### config.mk
export PLATFORM = sky130hd
export DESIGN_NAME = sgpio_led_serializer
export DESIGN_NICKNAME = d
export VERILOG_FILES = /design/src/rtl/sgpio_pkg.sv /design/src/rtl/sgpio_msg_decode.sv /design/src/rtl/sgpio_pattern_reg.sv /design/src/rtl/sgpio_half_timer.sv /design/src/rtl/sgpio_frame_seq.sv /design/src/rtl/sgpio_led_serializer.sv
export SDC_FILE = /design/constraint.sdc
export NUM_CORES = 1
export LEC_CHECK = 0
export BUFFER_PORTS_ARGS = -buffer_cell sky130_fd_sc_hd__buf_2
export CORE_MARGIN = 3
export CORE_UTILIZATION = 51
export DETAILED_ROUTE_END_ITERATION = 12
export PLACE_DENSITY = 0.79
export SLEW_MARGIN = 20
export SYNTH_ARGS = -nofsm -noshare
export SYNTH_HDL_FRONTEND = slang
export SYNTH_HIERARCHICAL = 1
export SYNTH_SLANG_ARGS = --single-unit
### constraint.sdc
create_clock -name clk -period 2.5 [get_ports clk]
set_input_delay 0.375 -clock clk [delete_from_list [all_inputs] [get_ports clk]]
set_output_delay 0.375 -clock clk [all_outputs]
set_load 0.1 [all_outputs]
### src/rtl/sgpio_pkg.sv
`timescale 1ns/1ps
package sgpio_pkg;
   localparam int unsigned MAX_PORTS    = 8;
   localparam int unsigned PORT_W       = 3;
   localparam int unsigned SLOT_W       = 3;
   localparam int unsigned LEDS_PER     = 3;
   localparam int unsigned WORD_W       = 32;

   // indicator source bits inside the state word
   localparam int unsigned ACT_SRC_A    = 20;
   localparam int unsigned ACT_SRC_B    = 21;
   localparam int unsigned LOC_SRC      = 19;
   localparam int unsigned FLT_SRC      = 22;
   localparam int unsigned MSG_SLOT_LSB = 8;
   localparam int unsigned MSG_SLOT_W   = 8;

   // packed so that fault is bit 0, locate bit 1, activity bit 2
   typedef struct packed {
      logic act;
      logic loc;
      logic flt;
   } led_triple_t;

   typedef enum logic [2:0] {
      SEQ_IDLE,
      SEQ_LOAD_HI,
      SEQ_LOAD_LO,
      SEQ_BIT_HI,
      SEQ_BIT_LO
   } seq_state_e;
endpackage

### src/rtl/sgpio_msg_decode.sv
`timescale 1ns/1ps
module sgpio_msg_decode
   import sgpio_pkg::*;
#(
   parameter int unsigned PORTS     = 5,
   parameter int unsigned MSG_SLOTS = 15
)(
   input  logic [PORT_W-1:0] port,
   input  logic [WORD_W-1:0] word,
   output led_triple_t       leds,
   output logic              bad
);
   localparam int unsigned PAD_SLOT = 32 - MSG_SLOT_W;
   localparam int unsigned PAD_PORT = 32 - PORT_W;

   logic [MSG_SLOT_W-1:0] msg_slot;
   logic                  slot_oor;
   logic                  port_oor;
   logic                  unused_word_bits;

   assign msg_slot = word[MSG_SLOT_LSB +: MSG_SLOT_W];
   assign slot_oor = {{PAD_SLOT{1'b0}}, msg_slot} >= MSG_SLOTS;
   assign port_oor = {{PAD_PORT{1'b0}}, port} >= PORTS;
   assign bad      = slot_oor | port_oor;

   assign leds.act = word[ACT_SRC_A] | word[ACT_SRC_B];
   assign leds.loc = word[LOC_SRC];
   assign leds.flt = word[FLT_SRC];

   assign unused_word_bits = ^{word[31:23], word[18:16], word[7:0]};
endmodule

### src/rtl/sgpio_pattern_reg.sv
`timescale 1ns/1ps
module sgpio_pattern_reg
   import sgpio_pkg::*;
#(
   parameter int unsigned PORTS = 5,
   parameter logic [MAX_PORTS*SLOT_W-1:0] SLOT_MAP = '0,
   localparam int unsigned PAT_W = LEDS_PER * PORTS
)(
   input  logic              clk,
   input  logic              rst_n,
   input  logic              wr_en,
   input  logic [PORT_W-1:0] wr_port,
   input  led_triple_t       wr_leds,
   output logic [PAT_W-1:0]  pattern
);
   function automatic int unsigned port_of_slot(input int unsigned s);
      int unsigned found;
      found = 0;
      for (int unsigned p = 0; p < PORTS; p++) begin
         if (int'(SLOT_MAP[SLOT_W*p +: SLOT_W]) == int'(s)) found = p;
      end
      return found;
   endfunction

   // slot table sanity: in range and one-to-one
   for (genvar p = 0; p < PORTS; p++) begin : g_map_chk
      if (int'(SLOT_MAP[SLOT_W*p +: SLOT_W]) >= int'(PORTS)) begin : g_oor
         $error("slot map entry for port %0d is outside the active slot range", p);
      end
      for (genvar q = p + 1; q < PORTS; q++) begin : g_dup
         if (SLOT_MAP[SLOT_W*p +: SLOT_W] == SLOT_MAP[SLOT_W*q +: SLOT_W]) begin : g_same
            $error("ports %0d and %0d share a slot", p, q);
         end
      end
   end

   // one three-bit register per slot, written by the single port that owns it
   for (genvar s = 0; s < PORTS; s++) begin : g_slot
      localparam int unsigned OWNER = port_of_slot(s);
      led_triple_t q;
      always_ff @(posedge clk or negedge rst_n) begin
         if (!rst_n) begin
            q <= '0;
         end else if (wr_en && (wr_port == PORT_W'(OWNER))) begin
            q <= wr_leds;
         end
      end
      assign pattern[LEDS_PER*s +: LEDS_PER] = q;
   end
endmodule

### src/rtl/sgpio_half_timer.sv
`timescale 1ns/1ps
module sgpio_half_timer #(
   parameter int unsigned HALF_CYC = 6250
)(
   input  logic clk,
   input  logic rst_n,
   input  logic busy,
   output logic half_done
);
   if (HALF_CYC == 1) begin : g_single
      logic unused_timer;
      assign unused_timer = clk ^ rst_n;
      assign half_done    = busy;
   end else begin : g_count
      localparam int unsigned CNT_W = $clog2(HALF_CYC);
      localparam logic [CNT_W-1:0] LAST = CNT_W'(HALF_CYC - 1);
      logic [CNT_W-1:0] cnt;

      assign half_done = busy && (cnt == LAST);

      always_ff @(posedge clk or negedge rst_n) begin
         if (!rst_n) begin
            cnt <= '0;
         end else if (!busy || half_done) begin
            cnt <= '0;
         end else begin
            cnt <= cnt + 1'b1;
         end
      end
   end
endmodule

### src/rtl/sgpio_frame_seq.sv
`timescale 1ns/1ps
module sgpio_frame_seq
   import sgpio_pkg::*;
#(
   parameter int unsigned PORTS = 5,
   localparam int unsigned PAT_W = LEDS_PER * PORTS,
   localparam int unsigned BC_W  = $clog2(PAT_W)
)(
   input  logic             clk,
   input  logic             rst_n,
   input  logic             start,
   input  logic [PAT_W-1:0] pattern,
   input  logic             half_done,
   output logic             busy,
   output logic             sg_clk,
   output logic             sg_load,
   output logic             sg_data
);
   localparam logic [BC_W-1:0] LAST_BIT = BC_W'(PAT_W - 1);

   seq_state_e       state;
   logic [PAT_W-1:0] shreg;
   logic [BC_W-1:0]  bcnt;

   assign busy = (state != SEQ_IDLE);

   always_ff @(posedge clk or negedge rst_n) begin
      if (!rst_n) begin
         state   <= SEQ_IDLE;
         sg_clk  <= 1'b1;
         sg_load <= 1'b1;
         sg_data <= 1'b1;
         shreg   <= '0;
         bcnt    <= '0;
      end else begin
         case (state)
            SEQ_IDLE: begin
               if (start) begin
                  state   <= SEQ_LOAD_HI;
                  sg_clk  <= 1'b1;
                  sg_load <= 1'b1;
                  sg_data <= 1'b1;
               end
            end
            SEQ_LOAD_HI: begin
               if (half_done) begin
                  state  <= SEQ_LOAD_LO;
                  sg_clk <= 1'b0;
               end
            end
            SEQ_LOAD_LO: begin
               if (half_done) begin
                  state   <= SEQ_BIT_HI;
                  sg_clk  <= 1'b1;
                  sg_load <= 1'b0;
                  sg_data <= pattern[0];
                  shreg   <= pattern >> 1;
                  bcnt    <= '0;
               end
            end
            SEQ_BIT_HI: begin
               if (half_done) begin
                  state  <= SEQ_BIT_LO;
                  sg_clk <= 1'b0;
               end
            end
            SEQ_BIT_LO: begin
               if (half_done) begin
                  if (bcnt == LAST_BIT) begin
                     state <= SEQ_IDLE;
                  end else begin
                     state   <= SEQ_BIT_HI;
                     sg_clk  <= 1'b1;
                     sg_data <= shreg[0];
                     shreg   <= shreg >> 1;
                     bcnt    <= bcnt + 1'b1;
                  end
               end
            end
            default: state <= SEQ_IDLE;
         endcase
      end
   end
endmodule

### src/rtl/sgpio_led_serializer.sv
`timescale 1ns/1ps
module sgpio_led_serializer
   import sgpio_pkg::*;
#(
   parameter int unsigned PORTS     = 5,
   parameter int unsigned HALF_CYC  = 6250,
   parameter int unsigned MSG_SLOTS = 15,
   parameter logic [MAX_PORTS*SLOT_W-1:0] SLOT_MAP =
      {3'd7, 3'd6, 3'd5, 3'd3, 3'd2, 3'd1, 3'd0, 3'd4}
)(
   input  logic              clk,
   input  logic              rst_n,
   input  logic              req_valid,
   output logic              req_ready,
   input  logic [PORT_W-1:0] req_port,
   input  logic [WORD_W-1:0] req_state,
   output logic              sg_clk,
   output logic              sg_load,
   output logic              sg_data,
   output logic              err
);
   localparam int unsigned PAT_W = LEDS_PER * PORTS;

   if (PORTS < 1 || PORTS > MAX_PORTS) begin : g_bad_ports
      $error("PORTS must lie between 1 and %0d", MAX_PORTS);
   end
   if (HALF_CYC < 1) begin : g_bad_half
      $error("HALF_CYC must be at least one cycle");
   end
   if (MSG_SLOTS < 1 || MSG_SLOTS > 256) begin : g_bad_slots
      $error("MSG_SLOTS must lie between 1 and 256");
   end

   led_triple_t      dec_leds;
   logic             dec_bad;
   logic             accept;
   logic             take;
   logic             busy;
   logic             half_done;
   logic [PAT_W-1:0] pattern;

   assign req_ready = !busy;
   assign accept    = req_valid && req_ready;
   assign take      = accept && !dec_bad;

   sgpio_msg_decode #(
      .PORTS     (PORTS),
      .MSG_SLOTS (MSG_SLOTS)
   ) u_decode (
      .port (req_port),
      .word (req_state),
      .leds (dec_leds),
      .bad  (dec_bad)
   );

   sgpio_pattern_reg #(
      .PORTS    (PORTS),
      .SLOT_MAP (SLOT_MAP)
   ) u_pattern (
      .clk     (clk),
      .rst_n   (rst_n),
      .wr_en   (take),
      .wr_port (req_port),
      .wr_leds (dec_leds),
      .pattern (pattern)
   );

   sgpio_half_timer #(
      .HALF_CYC (HALF_CYC)
   ) u_timer (
      .clk       (clk),
      .rst_n     (rst_n),
      .busy      (busy),
      .half_done (half_done)
   );

   sgpio_frame_seq #(
      .PORTS (PORTS)
   ) u_seq (
      .clk       (clk),
      .rst_n     (rst_n),
      .start     (take),
      .pattern   (pattern),
      .half_done (half_done),
      .busy      (busy),
      .sg_clk    (sg_clk),
      .sg_load   (sg_load),
      .sg_data   (sg_data)
   );

   always_ff @(posedge clk or negedge rst_n) begin
      if (!rst_n) begin
         err <= 1'b0;
      end else begin
         err <= accept && dec_bad;
      end
   end
endmodule

== Word level (Yosys, flattened, before mapping) ==
Index checks and enable logic that the tools add are counted.
Word-level totals
  register bits after elaboration: 54
  bits in latches: 0
  bits in writable memories: 0
  bits in read-only memories: 0
  output and inout bits: 5
  word-level logic and storage cells: 98
  memories kept: 0
Operators by class
  add/subtract/negate cells: 2
  multipliers: 0
  div/mod/pow operators: 0
  magnitude comparators: 2
  eq/ne operators: 17
  shift-type cells: 0
  mux-type cells: 27
  bitwise gates (word level): 2
  reductions and logical operators: 25
Operators by type and width (count)
  $mux W15: 3
  $pmux W15 S2: 1
  $mux W3: 5
  $pmux W3 S5: 1
  $add A13 B1 Y13 const B: 1
  $eq A13 B13 Y1 const B: 1
  $mux W13: 1
  $eq A3 B2 Y1 const B: 4
  $mux W4: 3
  $ne A2 B2 Y1 const B: 6
  $reduce_and A5 Y1: 2
  $logic_and A1 B1 Y1: 9
  $ge A8 B4 Y1 const B: 1
  $mux W1: 8
  $pmux W4 S2: 1
  $eq A3 B1 Y1 const B: 2
  $eq A3 B3 Y1 const B: 2
  $logic_not A3 Y1: 2
  $reduce_and A6 Y1: 1
  $reduce_bool A3 Y1: 2
  $add A4 B1 Y4 const B: 1
  $eq A4 B4 Y1 const B: 1
  $pmux W1 S4: 1
  $reduce_and A4 Y1: 1
  12 further kinds: 15

== Depth between registers and ports, before layout ==
  depth after elaboration: 6
  depth in mapped cells: 9
  gate-level depth less buffers: 8

== Hierarchy ==
The synthesis kept the hierarchy.
By module, submodules not included
  sgpio_frame_seq: times used 1, cells each 126, area an instance 1291.2 µm²
  sgpio_half_timer: times used 1, cells each 70, area an instance 683.2 µm²
  sgpio_pattern_reg: times used 1, cells each 35, area an instance 659.4 µm²
  sgpio_msg_decode: times used 1, cells each 7, area an instance 50.0 µm²
  sgpio_led_serializer: times used 1, cells each 4, area an instance 45.0 µm²

== Worst setup path before layout ==
No wires, ideal clock.
  path type: reg2reg
  start point: register u_seq.state[2]
  end point: register u_seq.sg_data
  library setup time: 0.082 ns
  arrival: 2.422 ns
  required time: 2.418 ns
  setup slack: -0.004 ns
  cell stages (with the launch flop): 10
  clock period less this slack: 2.504 ns
  cell sequence: dfrtp_1 -> clkbuf_1 -> or3_1 -> inv_1 -> nor4_1 -> nand2b_1 -> or3_4 -> buf_6 -> nand3_4 -> mux2_4
On the way
  elaborated cells between the ends (all ways): 15
  classes of those cells: eq/ne: 6; mux: 1; reduce/logical: 8
RTL lines
  start, declared: line sgpio_frame_seq.sv:21  | seq_state_e state;
  start signal, assigned: line sgpio_frame_seq.sv:29  | state <= SEQ_IDLE;
  start signal, assigned: line sgpio_frame_seq.sv:39  | state <= SEQ_LOAD_HI;
  start signal, assigned: line sgpio_frame_seq.sv:47  | state <= SEQ_LOAD_LO;
  $reduce_bool A3 Y1 (*): line sgpio_frame_seq.sv:25  | assign busy = (state != SEQ_IDLE);
  net busy: line sgpio_led_serializer.sv:38  | logic busy;
  $logic_and A1 B1 Y1 (*): line sgpio_half_timer.sv:19  | assign half_done = busy && (cnt == LAST);
  net half_done: line sgpio_led_serializer.sv:39  | logic half_done;
  $ne A2 B2 Y1 (no line)
  $reduce_and A5 Y1 (no line) (*)
  end signal, assigned: line sgpio_frame_seq.sv:56  | sg_data <= pattern[0];
  end signal, assigned: line sgpio_frame_seq.sv:74  | sg_data <= shreg[0];
  end, declared: line sgpio_frame_seq.sv:17  | output logic sg_data
Mark *: on every way through the listed nets, which the timed path passes. The rest lies on a longest branch.
A chain may end at the register's enable or synchronous reset.

== Worst setup path in the final report ==
  start point: register u_timer.g_count.cnt[1]
  end point: register u_seq.bcnt[2]
On the way
  cells in the longest elaborated chain, start to end: 4
  elaborated cells between the ends (all ways): 5
  classes of those cells: eq/ne: 3; reduce/logical: 2
Ends and longest elaborated chain
  start, declared: line sgpio_half_timer.sv:17  | logic [CNT_W-1:0] cnt;
  start signal, assigned: line sgpio_half_timer.sv:27  | cnt <= cnt + 1'b1;
  $eq A13 B13 Y1 (*): line sgpio_half_timer.sv:19
  $logic_and A1 B1 Y1 (*): line sgpio_half_timer.sv:19
  net half_done: line sgpio_led_serializer.sv:39
  $ne A2 B2 Y1 (no line)
  $reduce_and A4 Y1 (no line) (*)
  end signal, assigned: line sgpio_frame_seq.sv:76  | bcnt <= bcnt + 1'b1;
  end, declared: line sgpio_frame_seq.sv:23  | logic [BC_W-1:0] bcnt;
Marks and branches as above.

==> summary by stage <==
Clock network
The insertion delay to the later sink of the worst-skew pair is 0.30 ns. The buffer count from post-CTS setup fixing is 0. For this design, the sink count on the clock tree is 53.

The number of hold buffers added after cts is 0. No sink is reached through more buffers than the 2 on the longest clock path. The number of buffers created by CTS is 5.

The clock tree from TritonCTS is built. The root buffer cell is clkbuf_8. The H-tree generated during clock tree synthesis spans 2 levels. In this run, post-CTS repair resized a total of 0 instances. Clock-pin slew was measured on the worst setup and hold paths at 0.09 ns.

Power
Of the total power, the clock network draws 0.399. The analysis attributes to net switching a power of 0.2994 mW. The worst-case IR drop observed on VDD is 0.3532 mV. Of the total power, combinational logic draws 0.029. Cell internal power was estimated by the tool at 1.199 mW. The share of total power dissipated in sequential elements is 0.572. In this run the static leakage power is 1.363 nW. For this design the ratio of total power to cell area is 495.3 nW/µm². Of the total power, the share spent switching nets is 0.1999. The power consumption is 1.498 mW.

Logic synthesis
The cell count after synthesis came out at 242. The count of different cell masters after synthesis is 47. The adder-cell share of the synthesized area is 0.01834. The basic-gate share of the synthesized area counting and, or, nand and nor cells is 0.1935. The post-synthesis net count is 284. The combinational family with the most area after synthesis is simple AND/OR/NAND/NOR gates. The number of warnings reported in the yosys synthesis log is 6. Yosys mapped a number of flops with a built-in enable equal to 0. The register area share after synthesis is 0.4874. The number of synthesized register bits is 53. The cell with the most instances after synthesis is dfrtp_1. For this run, asynchronously set or reset flops after synthesis account for 1.000. The parity-gate share of the synthesized area counting xor and xnor cells is 0.01284.

The fraction of the mapped netlist area in compound gates came to 0.1504. After synthesis, the cell types taking the most area are dfrtp_1 46%, mux2_4 5.5%, nor2_1 3.4%. Sorting the synthesized cells by how often they occur yields 50 x dfrtp_1, 25 x nor2_1, 18 x a21oi_1.

The primary flip-flop cell chosen by synthesis mapping is dfrtp_1. The post-synthesis average cell area is 11.28 µm². Summing every instance area after synthesis gives 2729 µm². The leading area contributor after synthesis is dfrtp_1. The share of synthesized area in the top cell type comes to 0.4585. Measured against the total synthesized area, the mux share comes to 0.08391.

Timing
The final-report hold violation count is 0. The final-report max-slew violation count is 0. The setup TNS is 0 ns. On the final layout, the worst hold slack is 0.1756 ns. The slew at the pin with the worst max-slew slack is 0.6506 ns. For the finished layout, the period the worst path requires is 2.246 ns. The final setup violation count is 0. Setup repair after global routing left no endpoint under its margin. The worst pin sits at a relative slew slack of 0.5662. The maximum operating frequency is 0.4452 GHz.

The setup skew after layout is 0.01095 ns. In the post-route analysis, the smallest setup slack over all paths is 0.2541 ns. The final period utilization is 0.8984.

Floorplanning
The die extent in x is 79.15 µm. The I/O pin count is 43. The initial utilization of the core area, before any placement, comes to 0.5522.

The vertical die dimension is 79.15 µm. The die covers 6265 µm². The floorplan has 25 rows.

The region available for standard cell placement spans 4942 µm².

Worst setup path
The end of the worst register-to-register path is u_seq/bcnt[2]. STA classifies the critical path startpoint as a flip-flop. Data on the critical path is required at its endpoint by 2.69 ns. In this run the worst setup path begins at u_timer/g_count.cnt[1]. The number of cells traversed by the worst register-to-register path is 8.

The biggest fanout along the worst timing path is 11. The critical path class is reg -> reg. Setup slack on the worst reg-to-reg path comes out at 0.25 ns.

The signal arrival time at the worst endpoint is 2.44 ns. The startpoint identified for the worst register-to-register timing path is u_timer/g_count.cnt[1]. The endpoint of the worst setup timing path is u_seq/bcnt[2].

The worst setup path is captured at a flip-flop.

Cells and area
The count of placed standard cells in the final layout, fillers left out is 335. In the final layout, the share of cells above drive strength 1 is 0.3172. For this run, the share of the core covered by cells in the final layout is 0.6119. The number of nets in the layout is 309. Relative to the synthesized area, the layout overhead comes to 10.82%. The final design instance area without fill is 3024 µm².

The count of inserted antenna diode cells is 0.

Outcome
The run finished with clean final reports.

Place
The worst-case setup slack after placement is 0.2790 ns. The placed instance count is 327. The routability congestion estimate from global placement is 0.7774. During placement, the flow inserted port buffers numbering 22. After legalization and detailed placement, the total HPWL measured 3643 µm. Once placement finished, the instance area stood at 2908 µm².

Route
The length of the first detailed-routing pass in iterations is 4. The starting DRC count in detailed routing is 107. The detailed-route wire length per cell is 15.59 µm.

The detailed-route wire length is 5222 µm. The residual DRC count is 0. The remaining antenna violation count is 0.

The detailed-route vias per instance is 5.875. For this block, the via count after detailed routing is 1,968.

GRT
Entering global routing, the biggest net connects 54 pins. The number of global-route vias before repair is 1,945. The global-route usage over all layers is 0.1866. The number of antenna violations at the first check in global routing is 0. The total overflow reported by the global router is 0.

The global-route wire length before repair is 9259 µm.

Min path
The tightest min-delay check is of the in -> async type.

Job
The number of maximum-capacitance violations is 0.
==> how the worst min path moves through the flow <==
stage	startpoint	endpoint	slack [ns]	cells after the start
after global routing	rst_n	u_timer/g_count.cnt[6]	0.22	2
final	rst_n	u_timer/g_count.cnt[6]	0.18	2
after CTS	rst_n	u_timer/g_count.cnt[6]	0.20	2
after global placement	u_seq/shreg[13]	u_seq/shreg[13]	0.49	2
after detailed placement	u_seq/shreg[13]	u_seq/shreg[13]	0.50	2
after floorplan	rst_n	err	0.08	0
==> power groups by stage <==
stage	Clock [mW]	Sequential (mW)	Combinational (mW)
after floorplan	0	0.874	0.00918
after global placement	0	0.874	0.0436
after detailed placement	0	0.874	0.0452
after CTS	0.607	0.857	0.0451
after global routing	0.647	0.858	0.0494
final	0.597	0.857	0.0433
==> routing by layer <==
layer | track usage | vias up | share of wire
li1 | - | 938 | -
met1 | 0.2487 | 987 | 0.46
met2 | 0.3098 | 37 | 0.50
met3 | 0.03401 | 6 | 0.033
met4 | 0.05670 | 0 | 0.0098
met5 | 0 | - | 0
==> flip-flops by register name (all words and copies together), names as in the netlist <==
register	flops
err	1
u_pattern/pattern	15
u_seq/bcnt	4
u_seq/sg_clk	1
u_seq/sg_data	1
u_seq/sg_load	1
u_seq/shreg	14
u_seq/state	3
u_timer/g_count.cnt	13
==> cell families (layout without fill, tap and decap cells) <==
kind of cell               Yosys count  after routing
and+or+nand+nor                     80             80
adders and majority gates            4              4
xor gates and xnor gates             4              4
buffers and inverters               26             52
DFF                                 53             53
AOI/OAI and AO/OA                   58             58
muxes                               17             17
==> worst max-delay path, stage by stage, from the launching register on <==
cell	delay, ns
dfrtp_1	0.44
inv_1	0.08
ha_1	0.14
nand4bb_1	0.22
nor4_4	0.33
nand2b_1	0.14
or3_4	0.43
and2_4	0.23
o2bb2ai_1	0.13
==> cell usage in the layout, fill, tap and decap left out, types with 2 or more instances in the layout <==
cell type,n
inv_1,12
nand2_1,6
dfrtp_1,50
o31ai_1,5
and4bb_4,3
a21oi_2,5
dfstp_2,3
nand4_1,5
o22ai_1,6
or4_1,5
xor2_1,2
clkbuf_8,6
or3_1,4
nand3b_1,2
a21oi_1,18
mux2_4,10
nand3_1,10
ha_1,4
o221a_2,8
buf_4,9
nor2_1,25
a21o_1,2
o21ai_0,10
nor3b_1,4
xnor2_1,2
o2bb2ai_1,2
buf_2,22
mux2_2,7
nand4bb_1,3
==> cell type report <==
cell class	count	area [µm²]
Clock inverter	1	30.03
Multi-Input combinational cell	163	1267
Inverter	13	48.80
Fill cell	417	1918
Timing Repair Buffer	31	177.7
Clock buffer	7	86.33
Tap cell	67	83.83
Sequential cell	53	1330
Note: power is estimated with default switching activity, not from simulation.
